**src/rtl/dma_pkg.sv**
```systemverilog
package dma_pkg;
  localparam int REG_W  = 32;
  localparam int BLEN_W = 4;

  localparam logic [2:0] REG_MADDR = 3'd0;
  localparam logic [2:0] REG_COUNT = 3'd1;
  localparam logic [2:0] REG_DADDR = 3'd2;
  localparam logic [2:0] REG_CTRL  = 3'd3;
  localparam logic [2:0] REG_STAT  = 3'd4;

  localparam int CTRL_START = 0;
  localparam int CTRL_DIR   = 1;
  localparam int CTRL_WORD  = 2;
  localparam int CTRL_BURST = 3;
  localparam int CTRL_BLEN  = 4;
  localparam int STAT_BUSY  = 0;
  localparam int STAT_DONE  = 1;
  localparam int STAT_CNT   = 16;

  typedef enum logic [2:0] {S_IDLE, S_REQ, S_RD, S_WR, S_REL} dma_state_e;

  typedef struct packed {
    logic [BLEN_W-1:0] blen;
    logic              burst;
    logic              word;
    logic              to_dev;
  } dma_cfg_t;
endpackage

```
**src/rtl/dma_regs.sv**
```systemverilog
module dma_regs
  import dma_pkg::*;
#(
  parameter int ADDR_W = 32,
  parameter int CNT_W  = 16,
  parameter int DATA_W = 32
) (
  input  logic              clk_i,
  input  logic              rst_ni,
  input  logic              we_i,
  input  logic [2:0]        addr_i,
  input  logic [REG_W-1:0]  wdata_i,
  output logic [REG_W-1:0]  rdata_o,
  input  logic              busy_i,
  input  logic              step_i,
  input  logic              fsm_done_i,
  output logic              start_o,
  output dma_cfg_t          cfg_o,
  output logic [ADDR_W-1:0] maddr_o,
  output logic [ADDR_W-1:0] daddr_o,
  output logic [CNT_W-1:0]  count_o,
  output logic              done_o
);
  localparam int WORD_BYTES = DATA_W / 8;

  logic [ADDR_W-1:0] maddr_q, daddr_q;
  logic [CNT_W-1:0]  cnt_q, step;
  dma_cfg_t          cfg_q;
  logic              done_q;
  logic              wr_ctrl, go_req, zero_start, clr_done;

  assign wr_ctrl    = we_i && (addr_i == REG_CTRL);
  assign go_req     = wr_ctrl && wdata_i[CTRL_START] && !busy_i;
  assign start_o    = go_req && (cnt_q != '0);
  assign zero_start = go_req && (cnt_q == '0);
  assign clr_done   = we_i && (addr_i == REG_STAT) && wdata_i[STAT_DONE];
  assign step       = cfg_q.word ? CNT_W'(WORD_BYTES) : CNT_W'(1);

  always_ff @(posedge clk_i or negedge rst_ni) begin
    if (!rst_ni) begin
      maddr_q <= '0;
      daddr_q <= '0;
      cnt_q   <= '0;
      cfg_q   <= '0;
      done_q  <= 1'b0;
    end else begin
      if (we_i && !busy_i) begin
        case (addr_i)
          REG_MADDR: maddr_q <= wdata_i[ADDR_W-1:0];
          REG_COUNT: cnt_q   <= wdata_i[CNT_W-1:0];
          REG_DADDR: daddr_q <= wdata_i[ADDR_W-1:0];
          REG_CTRL: begin
            cfg_q.to_dev <= wdata_i[CTRL_DIR];
            cfg_q.word   <= wdata_i[CTRL_WORD];
            cfg_q.burst  <= wdata_i[CTRL_BURST];
            cfg_q.blen   <= wdata_i[CTRL_BLEN +: BLEN_W];
          end
          default: ;
        endcase
      end
      if (step_i) begin
        maddr_q <= maddr_q + ADDR_W'(step);
        cnt_q   <= (cnt_q > step) ? cnt_q - step : '0;
      end
      if (fsm_done_i || zero_start) done_q <= 1'b1;
      else if (start_o || clr_done) done_q <= 1'b0;
    end
  end

  always_comb begin
    rdata_o = '0;
    case (addr_i)
      REG_MADDR: rdata_o = REG_W'(maddr_q);
      REG_COUNT: rdata_o = REG_W'(cnt_q);
      REG_DADDR: rdata_o = REG_W'(daddr_q);
      REG_CTRL: begin
        rdata_o[CTRL_DIR]            = cfg_q.to_dev;
        rdata_o[CTRL_WORD]           = cfg_q.word;
        rdata_o[CTRL_BURST]          = cfg_q.burst;
        rdata_o[CTRL_BLEN +: BLEN_W] = cfg_q.blen;
      end
      REG_STAT: begin
        rdata_o[STAT_BUSY]          = busy_i;
        rdata_o[STAT_DONE]          = done_q;
        rdata_o[STAT_CNT +: CNT_W]  = cnt_q;
      end
      default: rdata_o = '0;
    endcase
  end

  assign cfg_o   = cfg_q;
  assign maddr_o = maddr_q;
  assign daddr_o = daddr_q;
  assign count_o = cnt_q;
  assign done_o  = done_q;

  logic unused_wdata;
  assign unused_wdata = ^wdata_i;

  a_r4_count_falls: assert property (@(posedge clk_i) disable iff (!rst_ni)
    (step_i && cnt_q != '0) |=> (cnt_q < $past(cnt_q)));
  a_r7_count_locked: assert property (@(posedge clk_i) disable iff (!rst_ni)
    (we_i && addr_i == REG_COUNT && busy_i && !step_i) |=> $stable(cnt_q));
  a_r9_done_clear: assert property (@(posedge clk_i) disable iff (!rst_ni)
    (clr_done && !fsm_done_i && !zero_start) |=> !done_q);
  a_r10_zero_done: assert property (@(posedge clk_i) disable iff (!rst_ni)
    zero_start |=> done_q);
endmodule

```
**src/rtl/dma_fsm.sv**
```systemverilog
module dma_fsm
  import dma_pkg::*;
#(
  parameter int ADDR_W = 32,
  parameter int CNT_W  = 16,
  parameter int DATA_W = 32
) (
  input  logic              clk_i,
  input  logic              rst_ni,
  input  logic              start_i,
  input  dma_cfg_t          cfg_i,
  input  logic [ADDR_W-1:0] maddr_i,
  input  logic [ADDR_W-1:0] daddr_i,
  input  logic [CNT_W-1:0]  count_i,
  output logic              bus_req_o,
  input  logic              bus_gnt_i,
  output logic              mem_valid_o,
  output logic              mem_we_o,
  output logic [ADDR_W-1:0] mem_addr_o,
  output logic [DATA_W-1:0] mem_wdata_o,
  input  logic [DATA_W-1:0] mem_rdata_i,
  input  logic              mem_ready_i,
  output logic              dev_valid_o,
  output logic              dev_we_o,
  output logic [ADDR_W-1:0] dev_addr_o,
  output logic [DATA_W-1:0] dev_wdata_o,
  input  logic [DATA_W-1:0] dev_rdata_i,
  input  logic              dev_ready_i,
  output logic              step_o,
  output logic              done_o,
  output logic              busy_o
);
  localparam int WORD_BYTES = DATA_W / 8;

  dma_state_e        state_q, state_d;
  logic [DATA_W-1:0] data_q, src_rdata;
  logic [BLEN_W:0]   beats_q, blen_eff;
  logic [CNT_W-1:0]  step;
  logic              rd_ph, wr_ph, src_ready, dst_ready, last_beat, tenure_end;

  assign rd_ph      = (state_q == S_RD);
  assign wr_ph      = (state_q == S_WR);
  assign step       = cfg_i.word ? CNT_W'(WORD_BYTES) : CNT_W'(1);
  assign blen_eff   = (cfg_i.blen == '0) ? (BLEN_W+1)'(1) : {1'b0, cfg_i.blen};
  assign last_beat  = (count_i <= step);
  assign tenure_end = !cfg_i.burst || ((beats_q + 1'b1) >= blen_eff);

  assign src_ready  = cfg_i.to_dev ? mem_ready_i : dev_ready_i;
  assign dst_ready  = cfg_i.to_dev ? dev_ready_i : mem_ready_i;
  assign src_rdata  = cfg_i.to_dev ? mem_rdata_i : dev_rdata_i;

  assign mem_valid_o = cfg_i.to_dev ? rd_ph : wr_ph;
  assign dev_valid_o = cfg_i.to_dev ? wr_ph : rd_ph;
  assign mem_we_o    = wr_ph && !cfg_i.to_dev;
  assign dev_we_o    = wr_ph && cfg_i.to_dev;
  assign mem_addr_o  = maddr_i;
  assign dev_addr_o  = daddr_i;
  assign mem_wdata_o = data_q;
  assign dev_wdata_o = data_q;
  assign bus_req_o   = (state_q == S_REQ) || rd_ph || wr_ph;
  assign busy_o      = (state_q != S_IDLE);

  always_comb begin
    state_d = state_q;
    step_o  = 1'b0;
    done_o  = 1'b0;
    case (state_q)
      S_IDLE: if (start_i) state_d = S_REQ;
      S_REQ:  if (bus_gnt_i) state_d = S_RD;
      S_RD:   if (src_ready) state_d = S_WR;
      S_WR: if (dst_ready) begin
        step_o = 1'b1;
        if (last_beat) begin
          done_o  = 1'b1;
          state_d = S_IDLE;
        end else if (tenure_end) state_d = S_REL;
        else state_d = S_RD;
      end
      S_REL:  if (!bus_gnt_i) state_d = S_REQ;
      default: state_d = S_IDLE;
    endcase
  end

  always_ff @(posedge clk_i or negedge rst_ni) begin
    if (!rst_ni) begin
      state_q <= S_IDLE;
      data_q  <= '0;
      beats_q <= '0;
    end else begin
      state_q <= state_d;
      if (rd_ph && src_ready)
        data_q <= cfg_i.word ? src_rdata : DATA_W'(src_rdata[7:0]);
      if (state_q == S_REQ) beats_q <= '0;
      else if (wr_ph && dst_ready) beats_q <= beats_q + 1'b1;
    end
  end

  a_r3_access_granted: assert property (@(posedge clk_i) disable iff (!rst_ni)
    (mem_valid_o || dev_valid_o) |-> bus_gnt_i);
  a_r5_steal_release: assert property (@(posedge clk_i) disable iff (!rst_ni)
    (wr_ph && dst_ready && !cfg_i.burst) |=> !bus_req_o);
  a_r6_burst_cap: assert property (@(posedge clk_i) disable iff (!rst_ni)
    (wr_ph && cfg_i.burst) |-> (beats_q < blen_eff));
  a_r8_done_release: assert property (@(posedge clk_i) disable iff (!rst_ni)
    done_o |=> (!bus_req_o && !busy_o));
  a_r7_cfg_frozen: assert property (@(posedge clk_i) disable iff (!rst_ni)
    (busy_o && $past(busy_o)) |-> $stable(cfg_i));
endmodule

```
**src/rtl/dma_engine.sv**
```systemverilog
module dma_engine
  import dma_pkg::*;
#(
  parameter int ADDR_W = 32,
  parameter int CNT_W  = 16,
  parameter int DATA_W = 32
) (
  input  logic              clk_i,
  input  logic              rst_ni,
  input  logic              reg_we_i,
  input  logic [2:0]        reg_addr_i,
  input  logic [REG_W-1:0]  reg_wdata_i,
  output logic [REG_W-1:0]  reg_rdata_o,
  output logic              irq_o,
  output logic              bus_req_o,
  input  logic              bus_gnt_i,
  output logic              xfer_word_o,
  output logic              mem_valid_o,
  output logic              mem_we_o,
  output logic [ADDR_W-1:0] mem_addr_o,
  output logic [DATA_W-1:0] mem_wdata_o,
  input  logic [DATA_W-1:0] mem_rdata_i,
  input  logic              mem_ready_i,
  output logic              dev_valid_o,
  output logic              dev_we_o,
  output logic [ADDR_W-1:0] dev_addr_o,
  output logic [DATA_W-1:0] dev_wdata_o,
  input  logic [DATA_W-1:0] dev_rdata_i,
  input  logic              dev_ready_i
);
  dma_cfg_t          cfg;
  logic [ADDR_W-1:0] maddr, daddr;
  logic [CNT_W-1:0]  count;
  logic              start, busy, step, fsm_done;

  dma_regs #(.ADDR_W(ADDR_W), .CNT_W(CNT_W), .DATA_W(DATA_W)) u_regs (
    .clk_i, .rst_ni,
    .we_i(reg_we_i), .addr_i(reg_addr_i), .wdata_i(reg_wdata_i), .rdata_o(reg_rdata_o),
    .busy_i(busy), .step_i(step), .fsm_done_i(fsm_done),
    .start_o(start), .cfg_o(cfg), .maddr_o(maddr), .daddr_o(daddr),
    .count_o(count), .done_o(irq_o)
  );

  dma_fsm #(.ADDR_W(ADDR_W), .CNT_W(CNT_W), .DATA_W(DATA_W)) u_fsm (
    .clk_i, .rst_ni,
    .start_i(start), .cfg_i(cfg), .maddr_i(maddr), .daddr_i(daddr), .count_i(count),
    .bus_req_o, .bus_gnt_i,
    .mem_valid_o, .mem_we_o, .mem_addr_o, .mem_wdata_o, .mem_rdata_i, .mem_ready_i,
    .dev_valid_o, .dev_we_o, .dev_addr_o, .dev_wdata_o, .dev_rdata_i, .dev_ready_i,
    .step_o(step), .done_o(fsm_done), .busy_o(busy)
  );

  assign xfer_word_o = cfg.word;
endmodule

```
**config.mk**
```make
export PLATFORM = sky130hd
export DESIGN_NAME = dma_engine
export DESIGN_NICKNAME = d
export VERILOG_FILES = /design/src/rtl/dma_pkg.sv /design/src/rtl/dma_regs.sv /design/src/rtl/dma_fsm.sv /design/src/rtl/dma_engine.sv
export SDC_FILE = /design/constraint.sdc
export NUM_CORES = 1
export LEC_CHECK = 0
export ABC_AREA = 0
export CAP_MARGIN = 10
export CORE_MARGIN = 3
export CORE_UTILIZATION = 46
export DETAILED_ROUTE_END_ITERATION = 6
export GPL_ROUTABILITY_DRIVEN = 0
export PLACE_DENSITY = 0.9
export SETUP_SLACK_MARGIN = 0.5
export SYNTH_ARGS = -nofsm -noshare
export SYNTH_HDL_FRONTEND = slang
export SYNTH_SLANG_ARGS = --single-unit
export TNS_END_PERCENT = 5
```
**constraint.sdc**
```tcl
create_clock -name clk_i -period 3.05 [get_ports clk_i]
set_input_delay 0.915 -clock clk_i [delete_from_list [all_inputs] [get_ports clk_i]]
set_output_delay 0.915 -clock clk_i [all_outputs]
set_load 0.1 [all_outputs]
```
==> implementation parameters <==
Parameter                              Value

Worst setup path
  Data required time of the critical path ... 2.13 ns
  Largest delay share family, worst path ... buffers and inverters
  Largest fanout on the critical path ... 5
  Type of the setup path with the least slack ... input port to output pin
  Delay of the slowest critical-path stage ... 0.19 ns
  Cell type of the slowest stage on the worst timing path ... sky130_fd_sc_hd__buf_12
  CP Launch Type ... input port
  Data arrival, critical path ... 2.12 ns
  Top cell by count, worst path ... sky130_fd_sc_hd__buf_12
  Chain of cells forming the critical path ... buf_12 > buf_16 > buf_12 > mux2i_1 > nor2_1 > a21oi_1 > buf_4 > nor2_4 > buf_12
  Worst Path Buf+Inv ... 5
  Endpoint kind of the worst setup timing path ... output pin

Synthesis
  Adder and majority gate portion of the synthesized area ... 1.77%
  Area share of xor/xnor cells in the synthesized design ... 1.81%
  Synthesized instance count ... 820
  Syn nets ... 936
  Post-synthesis sequential area ratio ... 41.3%
  Count of warnings emitted by yosys ... 0
  Most common cell in the synthesized netlist ... sky130_fd_sc_hd__dfrtp_1
  EDFF count, synth ... 0
  Dominant combinational cell family by area after synthesis ... simple AND/OR/NAND/NOR gates
  Post-Synth Simple-Gate Area ... around 18%
  Register bit total from synthesis ... around 130
  Syn Std Cell Area ... approximately 7800 um2
  Most used flip-flop cell after synthesis ... sky130_fd_sc_hd__dfrtp_1
  Most numerous cell types in the synthesized netlist ... 128 x sky130_fd_sc_hd__dfrtp_1, 92 x sky130_fd_sc_hd__nor2_1, 82 x sky130_fd_sc_hd__nand2_1
  Average size of a mapped cell ... 9.46 um2
  Top cells by area, synth ... sky130_fd_sc_hd__dfrtp_1 41%, sky130_fd_sc_hd__mux2i_1 8.0%, sky130_fd_sc_hd__mux2_2 5.5%, sky130_fd_sc_hd__nor2_1 4.5%, sky130_fd_sc_hd__nand2_1 4.0%
  Cell type contributing the most total cell area after synthesis ... sky130_fd_sc_hd__dfrtp_1
  Post-synthesis async set-or-reset flop share ... 100%
  Area fraction in compound gates after synthesis ... between 10% and 20%
  Post-synthesis mux area share ... roughly 16%
  Post-synth top area share ... 41.3%
  Distinct cell type count of the synthesized netlist ... 65

Route
  Initial detailed-routing violation count ... 918
  Drt pass-1 iters ... 6
  Detail-routed via count per cell ... approximately 6.2
  Average wire per cell in the routed design ... 23.2 um
  # DRC ... 0
  Drt total wl ... 30,500 um
  Vias after detailed routing ... between 8,000 and 9,000
  Antenna Nets Post-Route ... 0

Floorplan
  Standard cell core area ... about 16,000 um2
  Initial core utilization ... 48.0%
  Count of pins on the block boundary ... 272
  DIE AREA ... 18,500 um2
  Width of the die ... 136 um
  Die outline height ... 136 um
  Count of standard-cell rows ... 46

Timing
  Slew Viols, Final ... 0
  Clock skew after layout ... 0.0144 ns
  Portion of the clock cycle consumed by the worst path in the final layout ... just under 100%
  Worst slew slack as a fraction of its limit ... 42.4%
  Setup violations, final ... 0
  Fmax achieved ... 330 MHz
  Unrepaired setup endpoints after global routing ... true
  Endpoints failing hold ... 0
  Post-layout minimum cycle time ... a little over 3 ns
  Transition time at the pin with the least slew margin ... 0.856 ns

Global route
  Antenna violations before repair ... 0
  Most Crowded Layer GR ... met2
  Via count of the first global-routing pass ... 8,000
  Met2 track demand over resource in global routing ... around 53%
  Global-route wire length before repair ... between 40,000 and 50,000 um
  Met3 GRT Util ... 9.55%
  Maximum number of pins on one net before global-route repair ... 65
  Total global routing track utilization ... 31.5%
  Leftover overflow at the end of global routing ... 0
  Met1 routing resource usage after global routing ... between 30% and 40%

Clock tree
  Number of buffers on the longest clock path ... 2
  Root Buffer ... sky130_fd_sc_hd__clkbuf_16
  Count of clock tree sinks ... 128
  Level count of the clock H-tree ... 4
  Number of buffers created by CTS ... 17
  Clock slew at reported path FFs ... 0.07 ns
  Clock tree from TritonCTS ... yes
  Later-pin clock latency in the skew report ... 0.43 ns
  Cts hold-fix bufs ... 0

Final layout
  Area grow syn2layout ... 55.4%
  # nets final ... 1,199
  Ratio of cells with drive above 1 in the final layout ... around 36%
  Finished Cell Area ... 12,100 um2
  Count of inserted antenna diode cells ... 0

Placement
  Half-perimeter wire length of the detailed placement result ... 21,500 um
  Port Buffers ... 271
  Post-Place Cell Area ... 11,000 um2

Flow run
  MaxCap Viol Count ... 0

Hold path
  Path category of the worst min-delay check ... input port to async pin

Run status
  Status ... finished, final reports clean
[state kept, by name, summed over array words and instances (netlist names)]
signal and count:
u_fsm.beats_q 5, u_fsm.dev_wdata_o 32, u_fsm.state_q 3, u_regs.cfg_o 7, u_regs.count_o 16, u_regs.daddr_o 32
u_regs.done_o 1, u_regs.maddr_o 32
[logic make-up (layout without fill, tap and decap cells)]
group	count (synthesis)	in the layout
buf+inv	98	374
mux	107	107
flops	128	128
simple gates	293	293
xor+xnor	16	16
compound gates	167	167
fa+ha+maj	11	11
[per-stage QoR]
| stage | cells | TNS (ns) | worst slack (ns) | utilization [%] | hold WS (ns) |
|---|---|---|---|---|---|
| floorplan | 820 | -0.185 | -0.0905 | - | 0.487 |
| global placement | 1275 | -0.114 | -0.0597 | 68.3 | 0.491 |
| detailed placement | 1275 | -0.189 | -0.0744 | 68.3 | 0.501 |
| CTS | 1312 | 0 | 0.0796 | 73.0 | 0.512 |
| global route | 1312 | -0.0255 | -0.0255 | 74.6 | 0.534 |
| finish | 1312 | 0 | 0.0189 | 74.6 | 0.495 |
[routing by layer]
| metal | share of wire [%] | vias to the layer above |
|---|---|---|
| met3 | 12 | 131 |
| met2 | 49 | 644 |
| li1 | - | 3479 |
| met1 | 34 | 3928 |
| met4 | 4.7 | 0 |
| met5 | 0 | - |
[final cells by class]
type | count | area, um2
Sequential cell | 128 | 3210
Multi-Input combinational cell | 594 | 4560
Fill cell | 1001 | 4110
Clock inverter | 10 | 114
Inverter | 14 | 55.1
Timing Repair Buffer | 328 | 3410
Clock buffer | 22 | 444
Tap cell | 216 | 270
[worst reg2reg max path, delay by kind of cell, from the launching register on]
| kind | cells | cell delay [ns] |
|---|---|---|
| and+or+nand+nor | 3 | 1.35 |
| muxes | 1 | 0.16 |
| AOI/OAI and AO/OA | 1 | 0.28 |
| DFF | 1 | 0.51 |
[placed cells by master (no fill, tap or decap), types with 10 or more instances in the layout]
cell type	count
sky130_fd_sc_hd__a21oi_1	21
sky130_fd_sc_hd__a21oi_2	15
sky130_fd_sc_hd__buf_12	47
sky130_fd_sc_hd__buf_4	167
sky130_fd_sc_hd__clkbuf_16	17
sky130_fd_sc_hd__clkdlybuf4s50_1	100
sky130_fd_sc_hd__dfrtp_1	123
sky130_fd_sc_hd__ha_1	11
sky130_fd_sc_hd__inv_1	11
sky130_fd_sc_hd__mux2_2	38
sky130_fd_sc_hd__mux2i_1	57
sky130_fd_sc_hd__nand2_1	80
sky130_fd_sc_hd__nand3_1	37
sky130_fd_sc_hd__nand4_1	11
sky130_fd_sc_hd__nor2_1	67
sky130_fd_sc_hd__nor2_4	25
sky130_fd_sc_hd__nor2b_4	10
sky130_fd_sc_hd__nor3_1	10
sky130_fd_sc_hd__o21ai_0	32
sky130_fd_sc_hd__o31ai_1	25
sky130_fd_sc_hd__xor2_1	10
[path summary, 6_finish.rpt]
kind	slack [ns]	cells past startpoint	from	endpoint
min in group clk_i	0.51	2	u_fsm.dev_wdata_o[6]	u_fsm.dev_wdata_o[6]
max in group asynchronous	1.83	2	rst_ni	u_regs.daddr_o[15]
max	0.02	9	reg_addr_i[1]	reg_rdata_o[21]
min reg2reg	0.51	2	u_fsm.dev_wdata_o[6]	u_fsm.dev_wdata_o[6]
max reg2reg	0.63	5	u_regs.maddr_o[11]	u_regs.maddr_o[24]
min	0.49	1	rst_ni	u_regs.maddr_o[9]
[what timing repair did]
action / 4_1_cts / 5_1_grt
buffers inserted: 2 / 0
gates cloned: 3 / 0
pin swaps: 9 / 28
resized for setup: 31 / 63
endpoints found under the setup margin: 39 / 47
Power is not shown: default switching activity piles up to over one toggle a cycle in this logic, so the estimate is an artifact.
